## config.mk

```make
export PLATFORM = sky130hd
export DESIGN_NAME = pwrkey_stretch
export DESIGN_NICKNAME = d
export VERILOG_FILES = /design/src/rtl/pwrkey_pkg.sv /design/src/rtl/pwrkey_timer.sv /design/src/rtl/pwrkey_initwatch.sv /design/src/rtl/pwrkey_cfg.sv /design/src/rtl/pwrkey_stretch.sv
export SDC_FILE = /design/constraint.sdc
export NUM_CORES = 1
export LEC_CHECK = 0
export ABC_AREA = 1
export BUFFER_PORTS_ARGS = -buffer_cell sky130_fd_sc_hd__clkbuf_2
export CAP_MARGIN = 20
export CORE_ASPECT_RATIO = 0.8
export CORE_MARGIN = 2
export CORE_UTILIZATION = 35
export CTS_BUF_LIST = sky130_fd_sc_hd__clkbuf_4 sky130_fd_sc_hd__clkbuf_8
export DETAILED_ROUTE_END_ITERATION = 10
export GPL_TIMING_DRIVEN = 0
export PLACE_DENSITY = 0.48
export SLEW_MARGIN = 5
export SYNTH_ARGS = -nofsm -noshare
export SYNTH_HDL_FRONTEND = slang
export SYNTH_HIERARCHICAL = 1
export SYNTH_SLANG_ARGS = --single-unit
```

## constraint.sdc

```tcl
create_clock -name clk -period 3.06 [get_ports clk]
set_clock_uncertainty 0.05 [all_clocks]
set_input_delay 0.612 -clock clk [delete_from_list [all_inputs] [get_ports clk]]
set_output_delay 0.612 -clock clk [all_outputs]
set_load 0.05 [all_outputs]
```

## src/rtl/pwrkey_pkg.sv

```systemverilog
package pwrkey_pkg;

   typedef enum logic [3:0] {
      PK_IDLE   = 4'd0,
      PK_T0     = 4'd1,
      PK_GAP    = 4'd2,
      PK_HELD   = 4'd3,
      PK_LID    = 4'd4,
      PK_EAT    = 4'd5,
      PK_INIT   = 4'd6,
      PK_BOOT   = 4'd7,
      PK_WASOFF = 4'd8
   } pk_state_e;

   function automatic int unsigned pk_max(input int unsigned a, input int unsigned b);
      return (a > b) ? a : b;
   endfunction

endpackage

```

## src/rtl/pwrkey_timer.sv

```systemverilog
// Single down-counter shared by all timed phases. A load sets the
// phase length in ticks; fire pulses on the tick that ends the phase.
module pwrkey_timer #(
   parameter int unsigned CNT_W   = 12,
   parameter int unsigned RST_VAL = 1
) (
   input  logic             clk,
   input  logic             rst_n,
   input  logic             tick,
   input  logic             load,
   input  logic [CNT_W-1:0] load_val,
   output logic             fire
);

   localparam logic [CNT_W-1:0] CNT_ONE = CNT_W'(1);
   localparam logic [CNT_W-1:0] CNT_RST = CNT_W'(RST_VAL);

   logic [CNT_W-1:0] cnt_q;

   always_ff @(posedge clk or negedge rst_n) begin
      if (!rst_n) begin
         cnt_q <= CNT_RST;
      end else if (load) begin
         cnt_q <= load_val;
      end else if (tick && (cnt_q != '0)) begin
         cnt_q <= cnt_q - CNT_ONE;
      end
   end

   assign fire = tick && (cnt_q == CNT_ONE);

endmodule

```

## src/rtl/pwrkey_initwatch.sv

```systemverilog
// Counts ticks since reset and flags when the power-on wait must give up.
// LIMIT = 0 selects the variant with no timeout.
module pwrkey_initwatch #(
   parameter int unsigned LIMIT = 3000
) (
   input  logic clk,
   input  logic rst_n,
   input  logic tick,
   output logic expired
);

   generate
      if (LIMIT == 0) begin : g_none
         logic unused_in;
         assign unused_in = &{1'b0, clk, rst_n, tick};
         assign expired   = 1'b0;
      end else begin : g_cnt
         localparam int unsigned W = $clog2(LIMIT + 1);
         localparam logic [W-1:0] LIM = W'(LIMIT);
         logic [W-1:0] cnt_q;

         always_ff @(posedge clk or negedge rst_n) begin
            if (!rst_n) begin
               cnt_q <= '0;
            end else if (tick && (cnt_q != LIM)) begin
               cnt_q <= cnt_q + W'(1);
            end
         end

         assign expired = (cnt_q == LIM);
      end
   endgenerate

endmodule

```

## src/rtl/pwrkey_cfg.sv

```systemverilog
// Pulse-mode setting: written by cfg_wr, forced back on by host events.
module pwrkey_cfg (
   input  logic clk,
   input  logic rst_n,
   input  logic host_evt,
   input  logic cfg_wr,
   input  logic cfg_val,
   output logic pulse_en
);

   always_ff @(posedge clk or negedge rst_n) begin
      if (!rst_n) begin
         pulse_en <= 1'b1;
      end else if (host_evt) begin
         pulse_en <= 1'b1;
      end else if (cfg_wr) begin
         pulse_en <= cfg_val;
      end
   end

endmodule

```

## src/rtl/pwrkey_stretch.sv

```systemverilog
module pwrkey_stretch
   import pwrkey_pkg::*;
#(
   parameter int unsigned T0_MS           = 32,
   parameter int unsigned HOLD_MS         = 4000,
   parameter int unsigned STRETCH_MS      = 200,
   parameter int unsigned RECHECK_MS      = 100,
   parameter int unsigned INIT_TIMEOUT_MS = 3000
) (
   input  logic clk,
   input  logic rst_n,
   input  logic tick_ms,
   input  logic btn_n,
   input  logic host_off,
   input  logic pwr_ok,
   input  logic lid_open_evt,
   input  logic host_evt,
   input  logic cfg_wr,
   input  logic cfg_pulse_en,
   output logic host_btn_n
);

   localparam int unsigned GAP_MS  = HOLD_MS - T0_MS;
   localparam int unsigned MAX_LEN = pk_max(pk_max(T0_MS, GAP_MS), pk_max(STRETCH_MS, RECHECK_MS));
   localparam int unsigned CNT_W   = $clog2(MAX_LEN + 1);
   localparam logic [CNT_W-1:0] LD_T0      = CNT_W'(T0_MS);
   localparam logic [CNT_W-1:0] LD_GAP     = CNT_W'(GAP_MS);
   localparam logic [CNT_W-1:0] LD_STRETCH = CNT_W'(STRETCH_MS);
   localparam logic [CNT_W-1:0] LD_RECHECK = CNT_W'(RECHECK_MS);

   generate
      if (T0_MS < 1) begin : g_bad_t0
         $error("pwrkey_stretch: T0_MS must be at least 1");
      end
      if (HOLD_MS <= T0_MS) begin : g_bad_hold
         $error("pwrkey_stretch: HOLD_MS must exceed T0_MS");
      end
      if (STRETCH_MS < 1) begin : g_bad_stretch
         $error("pwrkey_stretch: STRETCH_MS must be at least 1");
      end
      if (RECHECK_MS < 1) begin : g_bad_recheck
         $error("pwrkey_stretch: RECHECK_MS must be at least 1");
      end
   endgenerate

   pk_state_e        state_q, state_d;
   logic             drv_q, drv_d;
   logic             btn_prev_n;
   logic             press_ev, rel_ev, btn_down;
   logic             tmr_load;
   logic [CNT_W-1:0] tmr_val;
   logic             tmr_fire;
   logic             init_expired;
   logic             pulse_en;
   logic             lid_take;
   logic             power_block;

   pwrkey_timer #(
      .CNT_W   (CNT_W),
      .RST_VAL (1)
   ) u_timer (
      .clk      (clk),
      .rst_n    (rst_n),
      .tick     (tick_ms),
      .load     (tmr_load),
      .load_val (tmr_val),
      .fire     (tmr_fire)
   );

   pwrkey_initwatch #(
      .LIMIT (INIT_TIMEOUT_MS)
   ) u_watch (
      .clk     (clk),
      .rst_n   (rst_n),
      .tick    (tick_ms),
      .expired (init_expired)
   );

   pwrkey_cfg u_cfg (
      .clk      (clk),
      .rst_n    (rst_n),
      .host_evt (host_evt),
      .cfg_wr   (cfg_wr),
      .cfg_val  (cfg_pulse_en),
      .pulse_en (pulse_en)
   );

   // Button edge detection against last cycle's level.
   always_ff @(posedge clk or negedge rst_n) begin
      if (!rst_n) begin
         btn_prev_n <= 1'b1;
      end else begin
         btn_prev_n <= btn_n;
      end
   end

   assign btn_down = ~btn_n;
   assign press_ev = btn_prev_n & ~btn_n;
   assign rel_ev   = ~btn_prev_n & btn_n;
   assign lid_take = lid_open_evt && host_off && (state_q != PK_INIT);

   always_comb begin
      state_d  = state_q;
      drv_d    = drv_q;
      tmr_load = 1'b0;
      tmr_val  = '0;
      if (lid_take) begin
         state_d  = PK_LID;
         drv_d    = 1'b1;
         tmr_load = 1'b1;
         tmr_val  = LD_STRETCH;
      end else begin
         unique case (state_q)
            PK_IDLE, PK_EAT: begin
               if (press_ev) begin
                  tmr_load = 1'b1;
                  if (host_off) begin
                     state_d = PK_WASOFF;
                     drv_d   = 1'b1;
                     tmr_val = LD_STRETCH;
                  end else if (pulse_en) begin
                     state_d = PK_T0;
                     drv_d   = 1'b1;
                     tmr_val = LD_T0;
                  end else begin
                     state_d = PK_GAP;
                     drv_d   = 1'b0;
                     tmr_val = LD_GAP;
                  end
               end else if (rel_ev) begin
                  state_d = PK_IDLE;
                  drv_d   = 1'b0;
               end
            end
            PK_T0: begin
               if (rel_ev) begin
                  state_d = PK_IDLE;
                  drv_d   = 1'b0;
               end else if (tmr_fire) begin
                  state_d  = PK_GAP;
                  drv_d    = 1'b0;
                  tmr_load = 1'b1;
                  tmr_val  = LD_GAP;
               end
            end
            PK_GAP: begin
               if (rel_ev) begin
                  state_d = PK_IDLE;
                  drv_d   = 1'b0;
               end else if (tmr_fire) begin
                  state_d = PK_HELD;
                  drv_d   = ~host_off;
               end
            end
            PK_HELD: begin
               if (rel_ev) begin
                  state_d = PK_IDLE;
                  drv_d   = 1'b0;
               end
            end
            PK_LID: begin
               if (tmr_fire) begin
                  state_d = PK_IDLE;
                  drv_d   = 1'b0;
               end
            end
            PK_WASOFF: begin
               if (tmr_fire) begin
                  if (btn_down) begin
                     state_d = PK_HELD;
                  end else begin
                     state_d = PK_IDLE;
                     drv_d   = 1'b0;
                  end
               end
            end
            PK_INIT: begin
               if (init_expired) begin
                  state_d = PK_IDLE;
                  drv_d   = 1'b0;
               end else if (tmr_fire) begin
                  tmr_load = 1'b1;
                  if (pwr_ok) begin
                     state_d = PK_BOOT;
                     drv_d   = 1'b1;
                     tmr_val = LD_STRETCH;
                  end else begin
                     tmr_val = LD_RECHECK;
                  end
               end
            end
            PK_BOOT: begin
               if (tmr_fire) begin
                  drv_d   = 1'b0;
                  state_d = btn_down ? PK_EAT : PK_IDLE;
               end
            end
            default: begin
               state_d = PK_IDLE;
               drv_d   = 1'b0;
            end
         endcase
      end
   end

   always_ff @(posedge clk or negedge rst_n) begin
      if (!rst_n) begin
         state_q <= PK_INIT;
         drv_q   <= 1'b0;
      end else begin
         state_q <= state_d;
         drv_q   <= drv_d;
      end
   end

   // A low request never reaches an off host that may not power up.
   assign power_block = host_off & ~pwr_ok;
   assign host_btn_n  = ~(drv_q & ~power_block);

endmodule

```

==> impl_metrics.yaml, run 1 <==
route:
  ant_nets: 0
  first_iter_violations: 89
  vias: 2383
  firstDrtPassIters: 4
  drc: 0
  viasPerCell: 4.709
  finalWirelength_um: 6276
  wl_per_cell_um: 12.40
global_routing:
  grt_pass1_wl_um: 10820
  grt_max_degree: 32
  grt_pass1_vias: 2223
  antenna_found_initial: 0
  grt_overflow: 0
  track_usage_pct: 17.30
cts:
  postCtsSetupRepairBufs: 0
  cts_buffers: 5
  htreeDepth: 2
  path_clk_slew_ns: 0.07
  clkLatencyLatePin_ns: 0.28
  hold_buffers: 0
  ctsResizeCount: 0
  clockBufferDepth: 2
  tritoncts: "yes"
  root_buffer: "clkbuf_8"
  cts_num_sinks: 31
timing:
  fmax_mhz: 378.6
  finalMaxSlewViolations: 0
  setup_ws_ns: 0.4185
  hold_viol_final: 0
  finalCritPeriodShare_pct: 86.32
  finalSetupTns_ns: 0
  tightest_slew_ns: 0.8277
  setup_viol: 0
  fin_crit_ns: 2.641
  rsz0062_at_grt: "no"
  max_slew_margin_pct: 44.82
critical_path:
  cpMaxStageDelayCell: "dfrtp_1"
  max_stage_delay_ns: 0.43
  crit_fanout: 10
  path_class: "register to register"
  startpoint_type: "register"
  required_ns: 3.18
  crit_family: "simple AND/OR/NAND/NOR gates"
  path_cells: "or2_1 > nor2_2 > nand4_1 > nor2_1 > inv_1 > nor2_1 > inv_1 > nand4_1 > clkbuf_2 > a21oi_1 > o21ai_2 > nand2_1"
  arrival_ns: 2.77
  worst_setup_path_end_kind: "register"
  path_buf_inv: 3
floorplan:
  die_x_um: 98.30
  row_count: 27
  initial_core_util_pct: 36.13
  dieArea_um2: 7809
  core_area_um2: 6892
  die_h_um: 79.44
  io_pins: 11
finish:
  drive_gt1_share_pct: 13.13
  instances_no_fill: 506
  n_antenna_cell: 0
  multi_input_area_um2: 1500
  layout.nets: 433
  seqCellArea_um2: 782.0
  fillers: 765
  areaGrowthSynthToFinish_pct: 10.40
status:
  outcome: "finished, final reports clean"
power_and_ir_drop:
  power_density_nw_per_um2: 735.0
  leakage_uw: 0.001446
  peakVddDrop_mv: 0.3481
job:
  drv_cap: 0
placed_design:
  placed_cells: 499
  pre_cts_ws_ns: 0.2496
  dpl.hpwl_um: 4848
  io_buffers: 10
  place_congestion: 0.9188
yosys:
  synthCells: 400
  synth_top_area_cell: "dfrtp_1"
  synth_area_leaders: "dfrtp_1 26%, nand2_1 25%, nand3_1 7.4%"
  synth_cell_types: 33
  yosysTopAreaCellShare_pct: 26.13
  syn_area_um2: 2490
  seq_area_frac_synth_pct: 31.41
  ys_warn_count: 6
  avgSynthCellArea_um2: 6.225
  synth_seq_cells: 31
hold_path:
  worstHoldPathType: "input pin to async pin"
report_power, final:
part	switching (µW)	leakage [µW]	internal, µW	total [µW]
sequential	146	0.000392	543	689
clock	162	0.0000517	190	352
combinational	644	0.00100	336	980
registers in the layout, indices dropped and copies added, names as in the netlist:
signal and count:
state_q 4, u_timer/cnt_q 12, btn_prev_n 1, u_watch/g_cnt.cnt_q 12
u_cfg/pulse_en 1, drv_q 1
path summary, 6_finish.rpt:
check	from	endpoint	slack, ns	cells past startpoint
setup / recovery	u_timer/cnt_q[8]$_DFFE_PN0P_	u_timer/cnt_q[2]$_DFFE_PN0P_	0.42	12
hold / removal	rst_n	u_watch/g_cnt.cnt_q[3]$_DFFE_PN0P_	0.37	1
setup reg to reg	u_timer/cnt_q[8]$_DFFE_PN0P_	u_timer/cnt_q[2]$_DFFE_PN0P_	0.42	12
hold reg to reg	state_q[2]$_DFFE_PN1P_	state_q[2]$_DFFE_PN1P_	0.44	2
max in group asynchronous	rst_n	u_timer/cnt_q[11]$_DFFE_PN0P_	2.08	1
min in group clk	btn_n	btn_prev_n$_DFF_PN1_	0.39	1
layer usage:
metal / GRT usage [%] / vias to the layer above / wire length, µm
met2: 24.90 / 31 / 2527
met5: 0 / - / 0
met3: 3.065 / 6 / 229
met4: 4.521 / 0 / 55
met1: 26.42 / 1066 / 3463
li1: - / 1280 / -
Yosys cell counts (all sizes together):
cell / count
ha: 5
a21oi: 8
dfrtp: 26
o21ai: 13
or2: 3
conb: 1
buf: 5
and3: 1
xor2: 5
o22ai: 1
nand2: 172
nand3b: 3
nor2b: 1
clkbuf: 2
a31oi: 1
o21bai: 1
dfstp: 5
nor4: 1
xnor2: 2
nand4: 9
nor2: 54
nand3: 39
inv: 42
per-stage QoR:
step	util, %	hold slack [ns]	instance area, µm²	power [µW]
after floorplan	-	0.2664	2497	1429
after global placement	38.54	0.4355	2656	1672
after detailed placement	38.54	0.4362	2656	1673
after CTS	39.92	0.3868	2751	2042
after global routing	39.89	0.3813	2749	2236
final	39.89	0.3681	2749	2020
area by class of cell:
type,count,share of cell area (%)
buffer,6,2.003
clock buffer,7,3.277
clock inverter,1,0.1821
inverter,42,5.735
multi-input combinational,322,54.57
sequential,31,28.45
tap,87,3.960
timing repair buffer,10,1.821
cells by family (layout without fill, tap and decap cells):
kind of cell / count (synthesis) / count (layout) / share of synthesized area, %
AO/OA/AOI/OAI: 24 / 24 / 5.930
XOR/XNOR: 7 / 7 / 2.462
adder cells (fa/ha/maj): 5 / 5 / 2.513
buffers and inverters: 49 / 66 / 8.643
flip-flops: 31 / 31 / 31.41
other: 1 / 3 / 0.1506
AND/OR/NAND/NOR: 283 / 283 / 48.89
layout by cell type, fill, tap and decap left out, types with 2 or more instances in the layout:
cell      instances
conb_1            3
nand4_1           9
nand2_1         163
nand3_2           2
buf_6             4
a21oi_1           8
clkbuf_8          6
ha_1              5
dfrtp_1          26
o21ai_0           8
nor2_1           48
nand3_1          37
nand2_2           9
nand3b_1          3
o21ai_2           3
xnor2_1           2
nor2_4            2
inv_1            39
or2_2             2
dfstp_2           5
inv_2             3
nor2_2            4
clkbuf_2         11
xor2_1            5
worst register-to-register path: cells and delay by family (launching register included):
family	cells	cell delay, ns
flops	1	0.43
compound gates	2	0.25
buf+inv	3	0.56
simple gates	7	1.22
(Power assumes the default switching activity.)
==> run 2, diff against run 1 <==
ABC_AREA = default   (was 1)
==> impl_metrics.yaml, run 2 <==
timing:
  finalCritPeriodShare_pct: 92.13
  setup_viol: 0
  hold-worst-slack_ns: 0.3617
  fmax_mhz: 354.7
  tightest_slew_ns: 0.8418
  rsz0062_at_grt: "no"
  hold_viol_final: 0
  setup_ws_ns: 0.2408
  finalMaxSlewViolations: 0
  max_slew_margin_pct: 43.88
  fin_crit_ns: 2.819
job:
  drv_cap: 0
yosys:
  synth_cell_types: 67
  synth_most_common_cell: "dfrtp_1"
  seq_area_frac_synth_pct: 34.84
  synth_top_family_by_area: "simple AND/OR/NAND/NOR gates"
  synth_seq_cells: 31
  synth_edf_count: 0
  avgSynthCellArea_um2: 8.734
  synthCells: 257
  yosysTopAreaCellShare_pct: 28.99
  async_reset_ff_share_pct: 100.0
  synth_xor_area_share_pct: 5.853
  synth-compound-area-share_pct: 20.46
  syn_area_um2: 2245
  synth_area_leaders: "dfrtp_1 29%, dfstp_2 5.9%, xnor2_1 4.3%"
  synth_simple_gate_area_share_pct: 28.48
  ys_warn_count: 6
  synth_top_area_cell: "dfrtp_1"
  synth_adder_area_share_pct: 2.787
  ys_top_cells_by_count: "26 x dfrtp_1, 22 x nand2_1, 19 x nor2_1"
  synth-main-ff-cell: "dfrtp_1"
  synthMuxAreaShare_pct: 2.564
critical_path:
  arrival_ns: 2.94
  crit_fanout: 10
  required_ns: 3.18
  cpMaxStageDelayCell: "dfrtp_1"
  path_class: "register to register"
  path_buf_inv: 2
  startpoint_type: "register"
  r2r_slack_ns: 0.24
  path_cells: "inv_1 > ha_1 > nand4b_2 > nor3_4 > or3b_1 > nor2_1 > nand2_1 > nand4b_1 > clkbuf_2 > mux2_2"
  max_stage_delay_ns: 0.40
  worst_setup_path_end_kind: "register"
  crit_family: "simple AND/OR/NAND/NOR gates"
finish:
  final_cell_mix: "26 x dfrtp_1, 22 x nand2_1, 19 x nor2_1"
  finalInstanceArea_um2: 2530
  seqCellArea_um2: 782.0
  areaGrowthSynthToFinish_pct: 12.71
  multi_input_area_um2: 1378
  layout.nets: 291
  fillers: 650
  drive_gt1_share_pct: 19.86
  reg.largest.list: "u_timer/cnt_q: 12 flops, u_watch/g_cnt.cnt_q: 12 flops, state_q: 4 flops"
  n_antenna_cell: 0
  final_common_cell: "dfrtp_1"
floorplan:
  dieArea_um2: 7074
  core_area_um2: 6279
  io_pins: 11
  die_h_um: 75.63
  die_x_um: 93.54
  row_count: 26
  initial_core_util_pct: 35.75
cts:
  postCtsSetupRepairBufs: 0
  path_clk_slew_ns: 0.08
  cts_num_sinks: 31
  hold_buffers: 0
  htreeDepth: 2
  clkLatencyLatePin_ns: 0.29
  root_buffer: "clkbuf_8"
  clockBufferDepth: 2
  tritoncts: "yes"
  cts_buffers: 5
route:
  vias: 1947
  viasPerCell: 5.393
  first_iter_violations: 85
  ant_nets: 0
  firstDrtPassIters: 4
  finalWirelength_um: 5283
  wl_per_cell_um: 14.63
  drc: 0
power_and_ir_drop:
  power_density_nw_per_um2: 740.6
  comb_power_share_pct: 42.1
  clock_power_share_pct: 20.2
  peakVddDrop_mv: 0.2945
  leakage_uw: 0.001058
  seqPwrFrac_pct: 37.7
  swShare_pct: 41.27
  p_switching_uw: 773.3
  p_int_uw: 1100
global_routing:
  busiest_layer: "met2"
  track_usage_pct: 16.27
  grt_pass1_wl_um: 8832
  met3_usage_pct: 4.550
  use_met1_pct: 22.74
  grt_overflow: 0
  antenna_found_initial: 0
  grt_pass1_vias: 1781
  grt_max_degree: 32
  grtUsageMet2_pct: 23.82
placed_design:
  place_congestion: 0.9094
  pre_cts_ws_ns: -0.1806
  dpl.hpwl_um: 3819
  postPlaceCellArea_um2: 2407
  io_buffers: 10
status:
  outcome: "finished, final reports clean"
hold_path:
  worstHoldPathType: "input pin to async pin"
==> run 2: changes by cell type in the layout (fill, tap and decap cells not counted), moves of 5 or more <==
cell | before | now
nand2b_1 | 0 | 5
nand3_1 | 37 | 9
nor2_1 | 48 | 19
a21oi_1 | 8 | 13
inv_1 | 39 | 12
nand2_2 | 9 | 0
nor2b_1 | 1 | 8
buf_2 | 1 | 6
xnor2_1 | 2 | 11
nand2_1 | 163 | 22
nor3_1 | 0 | 10
==> run 2: timing repair <==
action | in CTS | in global routing
gates resized for setup | 2 | 4
endpoints found under the setup margin | 5 | 7
pin swaps | 0 | 0
==> run 2: cells by family (layout without fill, tap and decap cells) <==
logic type                 count (synthesis)  count (layout)
AOI/OAI and AO/OA                         63              63
xor gates and xnor gates                  15              15
adders and majority gates                  5               5
buffers and inverters                     26              44
DFF                                       31              31
muxes                                      5               5
other                                      1               3
and+or+nand+nor                          111             111
==> run 2: per-stage QoR <==
stage / TNS (ns) / utilization [%] / power (µW) / instances
floorplan: 0 / - / 1294 / 259
global placement: -1.037 / 38.34 / 1492 / 353
detailed placement: -0.5489 / 38.34 / 1490 / 353
CTS: 0 / 40.10 / 1887 / 361
global route: 0 / 40.29 / 2036 / 361
finish: 0 / 40.29 / 1874 / 361
==> run 2: path summary, 6_finish.rpt <==
check	start	cells after the start	to
setup / recovery	u_watch/g_cnt.cnt_q[0]$_DFFE_PN0P_	10	u_timer/cnt_q[8]$_DFFE_PN0P_
hold / removal	rst_n	1	drv_q$_DFFE_PN0P_
setup reg to reg	u_watch/g_cnt.cnt_q[0]$_DFFE_PN0P_	10	u_timer/cnt_q[8]$_DFFE_PN0P_
hold reg to reg	u_watch/g_cnt.cnt_q[10]$_DFFE_PN0P_	1	u_watch/g_cnt.cnt_q[10]$_DFFE_PN0P_
max in group asynchronous	rst_n	1	u_watch/g_cnt.cnt_q[4]$_DFFE_PN0P_
min in group clk	btn_n	1	btn_prev_n$_DFF_PN1_
==> run 2: layout make-up <==
class / count / share of cell area, %
repair buffers: 10 / 1.978
multi-input cells: 202 / 54.45
flip-flops and latches: 31 / 30.91
inverters: 15 / 2.226
plain buffers: 11 / 2.176
well taps: 84 / 4.154
clock buffers: 8 / 4.105
==> run 2: power by group through the flow <==
stage                     Sequential (µW)  Clock, µW  Combinational, µW
after floorplan                       667          0                628
after global placement                706          0                785
after detailed placement              705          0                785
after CTS                             703        395                789
after global routing                  733        416                887
final                                 706        379                789
==> run 2: routing by layer <==
| metal | part of all wire (%) | wire length [µm] | vias up |
|---|---|---|---|
| li1 | - | - | 982 |
| met1 | 51 | 2684 | 908 |
| met2 | 43 | 2262 | 48 |
| met3 | 4.3 | 229 | 9 |
| met4 | 2.0 | 106 | 0 |
| met5 | 0 | 0 | - |
